$ cat src/rtl/mbseq_pkg.sv
package mbseq_pkg;

  typedef enum logic [1:0] {
    CH_IDLE    = 2'd0,
    CH_RUN     = 2'd1,
    CH_WAIT_RL = 2'd2,
    CH_WAIT_FT = 2'd3
  } ch_state_e;

  typedef enum logic [1:0] {
    ACT_STOP   = 2'd0,
    ACT_RELOAD = 2'd1,
    ACT_FETCH  = 2'd2
  } bend_act_e;

endpackage

$ cat src/rtl/mbseq_row_decode.sv
module mbseq_row_decode
  import mbseq_pkg::*;
#(
  parameter int PW = 8
) (
  input  logic          auto_i,
  input  logic          src_rel_i,
  input  logic          dst_rel_i,
  input  logic          src_nf_i,
  input  logic          dst_nf_i,
  input  logic [PW-1:0] ptr_i,
  output bend_act_e     act_o
);

  logic reload_row;
  logic fetch_row;

  assign reload_row = auto_i && src_nf_i && dst_nf_i && (src_rel_i || dst_rel_i);
  assign fetch_row  = (!src_nf_i || !dst_nf_i) && (ptr_i != '0);

  always_comb begin
    if (reload_row) begin
      act_o = ACT_RELOAD;
    end else if (fetch_row) begin
      act_o = ACT_FETCH;
    end else begin
      act_o = ACT_STOP;
    end
  end

endmodule

$ cat src/rtl/mbseq_chan_fsm.sv
module mbseq_chan_fsm
  import mbseq_pkg::*;
#(
  parameter int PW = 8
) (
  input  logic          clk,
  input  logic          rst_n,
  input  logic          en_i,
  input  logic          buf_done_i,
  input  logic          ld_done_i,
  input  logic          cfg_src_rel_i,
  input  logic          cfg_dst_rel_i,
  input  logic          cfg_src_nf_i,
  input  logic          cfg_dst_nf_i,
  input  logic          cfg_auto_i,
  input  logic [PW-1:0] cfg_ptr_i,
  input  logic          ld_src_nf_i,
  input  logic          ld_dst_nf_i,
  input  logic [PW-1:0] ld_ptr_i,
  output logic          xfer_en_o,
  output logic          req_reload_o,
  output logic          req_fetch_o,
  output logic [PW-1:0] req_ptr_o,
  output logic          done_o,
  output logic          bend_o,
  output logic          last_o
);

  ch_state_e     st_q, st_d;
  logic          sf_q, sf_d;
  logic          df_q, df_d;
  logic [PW-1:0] ptr_q, ptr_d;
  logic          desc_en;
  logic          rl_q, rl_d;
  logic          ft_q, ft_d;
  logic          dn_q, dn_d;
  bend_act_e     act;
  logic          bend;

  mbseq_row_decode #(.PW(PW)) u_dec (
    .auto_i    (cfg_auto_i),
    .src_rel_i (cfg_src_rel_i),
    .dst_rel_i (cfg_dst_rel_i),
    .src_nf_i  (sf_q),
    .dst_nf_i  (df_q),
    .ptr_i     (ptr_q),
    .act_o     (act)
  );

  assign bend = (st_q == CH_RUN) && buf_done_i;

  // next-state process
  always_comb begin
    st_d    = st_q;
    sf_d    = sf_q;
    df_d    = df_q;
    ptr_d   = ptr_q;
    desc_en = 1'b0;
    rl_d    = 1'b0;
    ft_d    = 1'b0;
    dn_d    = 1'b0;
    case (st_q)
      CH_IDLE: begin
        if (en_i) begin
          st_d    = CH_RUN;
          sf_d    = cfg_src_nf_i;
          df_d    = cfg_dst_nf_i;
          ptr_d   = cfg_ptr_i;
          desc_en = 1'b1;
        end
      end
      CH_RUN: begin
        if (buf_done_i) begin
          case (act)
            ACT_RELOAD: begin
              st_d = CH_WAIT_RL;
              rl_d = 1'b1;
            end
            ACT_FETCH: begin
              st_d = CH_WAIT_FT;
              ft_d = 1'b1;
            end
            default: begin
              st_d = CH_IDLE;
              dn_d = 1'b1;
            end
          endcase
        end
      end
      CH_WAIT_RL: begin
        if (ld_done_i) begin
          st_d = CH_RUN;
        end
      end
      CH_WAIT_FT: begin
        if (ld_done_i) begin
          st_d    = CH_RUN;
          sf_d    = ld_src_nf_i;
          df_d    = ld_dst_nf_i;
          ptr_d   = ld_ptr_i;
          desc_en = 1'b1;
        end
      end
      default: st_d = CH_IDLE;
    endcase
  end

  // state and pulse registers
  always_ff @(posedge clk or negedge rst_n) begin
    if (!rst_n) begin
      st_q <= CH_IDLE;
      rl_q <= 1'b0;
      ft_q <= 1'b0;
      dn_q <= 1'b0;
    end else begin
      st_q <= st_d;
      rl_q <= rl_d;
      ft_q <= ft_d;
      dn_q <= dn_d;
    end
  end

  // working descriptor registers with explicit load enable
  always_ff @(posedge clk or negedge rst_n) begin
    if (!rst_n) begin
      sf_q  <= 1'b1;
      df_q  <= 1'b1;
      ptr_q <= '0;
    end else if (desc_en) begin
      sf_q  <= sf_d;
      df_q  <= df_d;
      ptr_q <= ptr_d;
    end
  end

  assign xfer_en_o    = (st_q == CH_RUN);
  assign req_reload_o = rl_q;
  assign req_fetch_o  = ft_q;
  assign req_ptr_o    = ptr_q;
  assign done_o       = dn_q;
  assign bend_o       = bend;
  assign last_o       = bend && (act == ACT_STOP);

endmodule

$ cat src/rtl/mbseq_status.sv
module mbseq_status (
  input  logic clk,
  input  logic rst_n,
  input  logic set_buf_i,
  input  logic set_chain_i,
  input  logic clr_buf_i,
  input  logic clr_chain_i,
  input  logic msk_buf_i,
  input  logic msk_chain_i,
  output logic st_buf_o,
  output logic st_chain_o,
  output logic irq_buf_o,
  output logic irq_chain_o
);

  logic buf_q, buf_d;
  logic chn_q, chn_d;

  always_comb begin
    buf_d = buf_q;
    if (clr_buf_i) buf_d = 1'b0;
    if (set_buf_i) buf_d = 1'b1;
    chn_d = chn_q;
    if (clr_chain_i) chn_d = 1'b0;
    if (set_chain_i) chn_d = 1'b1;
  end

  always_ff @(posedge clk or negedge rst_n) begin
    if (!rst_n) begin
      buf_q <= 1'b0;
      chn_q <= 1'b0;
    end else begin
      buf_q <= buf_d;
      chn_q <= chn_d;
    end
  end

  assign st_buf_o    = buf_q;
  assign st_chain_o  = chn_q;
  assign irq_buf_o   = buf_q & msk_buf_i;
  assign irq_chain_o = chn_q & msk_chain_i;

endmodule

$ cat src/rtl/mbseq_top.sv
module mbseq_top #(
  parameter int NCH = 4,
  parameter int PW  = 8
) (
  input  logic            clk,
  input  logic            rst_n,
  input  logic [NCH-1:0]  ch_en,
  input  logic [NCH-1:0]  cfg_src_rel,
  input  logic [NCH-1:0]  cfg_dst_rel,
  input  logic [NCH-1:0]  cfg_src_nofetch,
  input  logic [NCH-1:0]  cfg_dst_nofetch,
  input  logic [NCH-1:0]  cfg_auto,
  input  logic [NCH*PW-1:0] cfg_ptr,
  input  logic [NCH-1:0]  buf_done,
  input  logic [NCH-1:0]  ld_done,
  input  logic            ld_src_nofetch,
  input  logic            ld_dst_nofetch,
  input  logic [PW-1:0]   ld_ptr,
  output logic [NCH-1:0]  xfer_en,
  output logic [NCH-1:0]  req_reload,
  output logic [NCH-1:0]  req_fetch,
  output logic [NCH*PW-1:0] req_ptr,
  output logic [NCH-1:0]  ch_done,
  input  logic [NCH-1:0]  msk_buf,
  input  logic [NCH-1:0]  msk_chain,
  input  logic [NCH-1:0]  st_clr_buf,
  input  logic [NCH-1:0]  st_clr_chain,
  output logic [NCH-1:0]  st_buf,
  output logic [NCH-1:0]  st_chain,
  output logic [NCH-1:0]  irq_buf,
  output logic [NCH-1:0]  irq_chain
);

  localparam int PTRW = NCH * PW;

  logic [NCH-1:0] bend;
  logic [NCH-1:0] last;
  logic [PTRW-1:0] ptr_all;

  for (genvar c = 0; c < NCH; c++) begin : g_ch
    mbseq_chan_fsm #(.PW(PW)) u_fsm (
      .clk           (clk),
      .rst_n         (rst_n),
      .en_i          (ch_en[c]),
      .buf_done_i    (buf_done[c]),
      .ld_done_i     (ld_done[c]),
      .cfg_src_rel_i (cfg_src_rel[c]),
      .cfg_dst_rel_i (cfg_dst_rel[c]),
      .cfg_src_nf_i  (cfg_src_nofetch[c]),
      .cfg_dst_nf_i  (cfg_dst_nofetch[c]),
      .cfg_auto_i    (cfg_auto[c]),
      .cfg_ptr_i     (cfg_ptr[c*PW +: PW]),
      .ld_src_nf_i   (ld_src_nofetch),
      .ld_dst_nf_i   (ld_dst_nofetch),
      .ld_ptr_i      (ld_ptr),
      .xfer_en_o     (xfer_en[c]),
      .req_reload_o  (req_reload[c]),
      .req_fetch_o   (req_fetch[c]),
      .req_ptr_o     (ptr_all[c*PW +: PW]),
      .done_o        (ch_done[c]),
      .bend_o        (bend[c]),
      .last_o        (last[c])
    );

    mbseq_status u_stat (
      .clk         (clk),
      .rst_n       (rst_n),
      .set_buf_i   (bend[c]),
      .set_chain_i (last[c]),
      .clr_buf_i   (st_clr_buf[c]),
      .clr_chain_i (st_clr_chain[c]),
      .msk_buf_i   (msk_buf[c]),
      .msk_chain_i (msk_chain[c]),
      .st_buf_o    (st_buf[c]),
      .st_chain_o  (st_chain[c]),
      .irq_buf_o   (irq_buf[c]),
      .irq_chain_o (irq_chain[c])
    );
  end

  assign req_ptr = ptr_all;

endmodule

$ cat config.mk
export PLATFORM = sky130hd
export DESIGN_NAME = mbseq_top
export DESIGN_NICKNAME = d
export VERILOG_FILES = /design/src/rtl/mbseq_pkg.sv /design/src/rtl/mbseq_row_decode.sv /design/src/rtl/mbseq_chan_fsm.sv /design/src/rtl/mbseq_status.sv /design/src/rtl/mbseq_top.sv
export SDC_FILE = /design/constraint.sdc
export NUM_CORES = 1
export LEC_CHECK = 0
export ABC_AREA = 1
export BUFFER_PORTS_ARGS = -buffer_cell sky130_fd_sc_hd__buf_2
export CORE_ASPECT_RATIO = 0.75
export CORE_UTILIZATION = 45
export DETAILED_ROUTE_END_ITERATION = 6
export PLACE_DENSITY = 0.78
export SLEW_MARGIN = 20
export SYNTH_ARGS = -nofsm -noshare
export SYNTH_HDL_FRONTEND = slang
export SYNTH_SLANG_ARGS = --single-unit
$ cat constraint.sdc
create_clock -name clk -period 1.38 [get_ports clk]
set_clock_uncertainty 0.1 [all_clocks]
set_input_delay 0.207 -clock clk [delete_from_list [all_inputs] [get_ports clk]]
set_output_delay 0.207 -clock clk [all_outputs]
set_load 0.005 [all_outputs]
==> reports/qor.yml <==
clkLatencyLatePin_ps: 310
worst_slack_ps: -156.3
final_common_cell: "buf_2"
crit_end: "g_ch[2].u_fsm.req_ptr_o[2]"
status: "finished, violations left"
violations: "negative setup slack"
syn-num-nets: 536
final_cell_mix: "152 x buf_2, 73 x nand2_1, 58 x dfrtp_1"
overflow: 0
final_nets: 703
vdd_ir_drop_max_mv: 1.028
fin_crit_ps: 1536
synth_cell_types: 19
clk_pin_slew_ps: 50
postRouteAntennaNets: 0
dpl_cell_area_um2: 4777
vias: 3381
p_int_w: 0.008045
place_inst: 673
grt_pass1_wl_mm: 15.95
globalplace.congestion: 0.8154
layout-drive-gt1-share: 0.5433
path_max_fanout: 5
n_fill_cell: 691
final_area_um2: 5673
clockRootBuffer: "clkbuf_16"
cts_buffers: 9
io_pins: 156
dieArea_um2: 9226
rsz0062_at_grt: "true"
ys_seq_elements: 68
p_switching_w: 0.005127
drt_first_pass_iters: 4
synth_area_um2: 3979
tightest_slew_ps: 370.2
critPathArrivalTime_ps: 1630
core_area_um2: 8527
combPwrFrac: 0.562
crit_start: "g_ch[2].u_fsm.st_q[1]"
ys_top_cells_by_area: "dfrtp_1 38%, mux2i_1 10%, nand2_1 8.7%"
die_height_um: 83.44
r2r-start: "g_ch[2].u_fsm.st_q[1]"
critPathKind: "flip-flop to flip-flop"
sw_frac_of_total: 0.3892
reg2reg_to: "g_ch[2].u_fsm.req_ptr_o[2]"
post_drt_via_cell_ratio: 4.775
rows: 29
cts_tree: "yes"
fmax_ghz: 0.6509
grt_pass1_vias: 3282
dieWidth_um: 110.6
fin_cells: 708
endpoint_kind: "flip-flop"
numClockSinks: 68
hp-class: "primary input to flip-flop"
rr_worst_depth: 5
yosysSeqAreaShare: 0.4302
groute.usage.overall: 0.2188
hold_viol: 0
routedWlPerCell_um: 14.58
yosysTopAreaCellShare: 0.3774
required_ps: 1480
fin_crit_sh: 1.113
start_util: 0.4666
dpl.hpwl_mm: 7.248
drv_slew: 0
grt_start_max_net_pins: 69
seq_power_share: 0.276
wirelength_mm: 10.32
worst-r2r-setup-slack_ps: -160
cts.path.max_buffers: 2
setup_viol_count_final: 50
relSlewSlack: 0.7532
p_leak_nw: 3.039
pwr-share-clk: 0.161
htreeDepth: 3
drtIter0Drc: 82
power_density_nw_per_um2: 2322
drc: 0
postSynthCellCount: 428
synth_area_leader_cell: "dfrtp_1"
syn_to_final_growth_pct: 42.58
grt_antenna_before_repair: 0
start_kind: "flip-flop"
ys_warn_count: 0
num_antenna_cells: 0
syn_avg_cell_area_um2: 9.296
port_buffers: 155
cap_violations: 0
[critical path, stage by stage (launching register included)]
cell and delay, ps:
dfrtp_2 430, buf_6 130, ha_4 170, o211ai_4 300
clkbuf_16 220, o21ai_2 50
[cell type report]
class	count	area, um^2	share of cell area
clock buffer	15	277.8	0.04896
tap	108	135.1	0.02382
inverter	48	180.2	0.03176
sequential	68	1714	0.3022
multi-input combinational	268	2049	0.3613
timing repair buffer	200	1311	0.2311
clock inverter	1	5.005	0.0008822
[per-layer routing]
metal	track usage	vias up	share of wire
li1	-	1679	-
met1	0.2794	1592	0.44
met2	0.3778	104	0.50
met3	0.05109	6	0.049
met4	0.04848	0	0.0057
met5	0	-	0
[metrics by stage]
step | utilization | total power, W | setup TNS [ps] | hold slack, ps | worst slack [ps]
after global placement | 0.5602 | 0.009035 | -1896 | 151.9 | -77.26
after global routing | 0.6653 | 0.01403 | -7388 | 31.87 | -212.9
after CTS | 0.6298 | 0.01222 | -3720 | 15.35 | -109.4
after floorplan | - | 0.007816 | -278.2 | -188.6 | -20.23
final | 0.6653 | 0.01317 | -4502 | 19.03 | -156.3
after detailed placement | 0.5602 | 0.009291 | -3453 | 159.7 | -135.9
[what timing repair did]
action / 4_1_cts / 5_1_grt
gates resized for setup: 53 / 48
hold buffers: 5 / 0
setup buffers: 5 / 3
gates cloned: 2 / 4
pin swaps: 13 / 28
endpoints found under the hold margin: 64 / 0
setup endpoints to repair: 52 / 57
[cell families after synthesis]
kind of cell / after synthesis / synth area share
simple gates: 140 / 0.1428
buf+inv: 92 / 0.1396
compound gates: 72 / 0.1365
flops: 68 / 0.4302
mux: 40 / 0.1006
fa+ha+maj: 16 / 0.05031
[flip-flops by register name, indices dropped and copies added (netlist names)]
name	flops
g_ch.u_fsm.df_q	4
g_ch.u_fsm.done_o	4
g_ch.u_fsm.req_fetch_o	4
g_ch.u_fsm.req_ptr_o	32
g_ch.u_fsm.req_reload_o	4
g_ch.u_fsm.sf_q	4
g_ch.u_fsm.st_q	8
g_ch.u_stat.st_buf_o	4
g_ch.u_stat.st_chain_o	4
[power groups by stage]
stage	combinational, W	clock (W)	sequential, W
final	0.00741	0.00212	0.00364
after global routing	0.00803	0.00226	0.00375
after CTS	0.00647	0.00217	0.00358
after detailed placement	0.00571	0	0.00358
after global placement	0.00549	0	0.00354
after floorplan	0.00430	0	0.00352
[synthesized netlist by cell type (all sizes together)]
cell type  count
buf           44
nand2        102
ha            16
inv           48
dfrtp         60
nor2          32
a21oi          8
dfstp          8
nand3b         4
o211ai         8
mux2i         40
nand3          2
o21ai         56
[worst min-delay path by stage]
stage	from	endpoint	slack, ps	cells past startpoint
4_1_cts	st_clr_chain[1]	g_ch[1].u_stat.st_chain_o	20	4
6_report	st_clr_chain[1]	g_ch[1].u_stat.st_chain_o	20	4
5_1_grt	st_clr_chain[1]	g_ch[1].u_stat.st_chain_o	30	4
2_1_floorplan	rst_n	g_ch[0].u_fsm.done_o	-190	0
3_3_place_gp	rst_n	g_ch[0].u_stat.st_buf_o	150	2
3_5_place_dp	rst_n	g_ch[0].u_stat.st_buf_o	160	2
(Power assumes the default switching activity.)
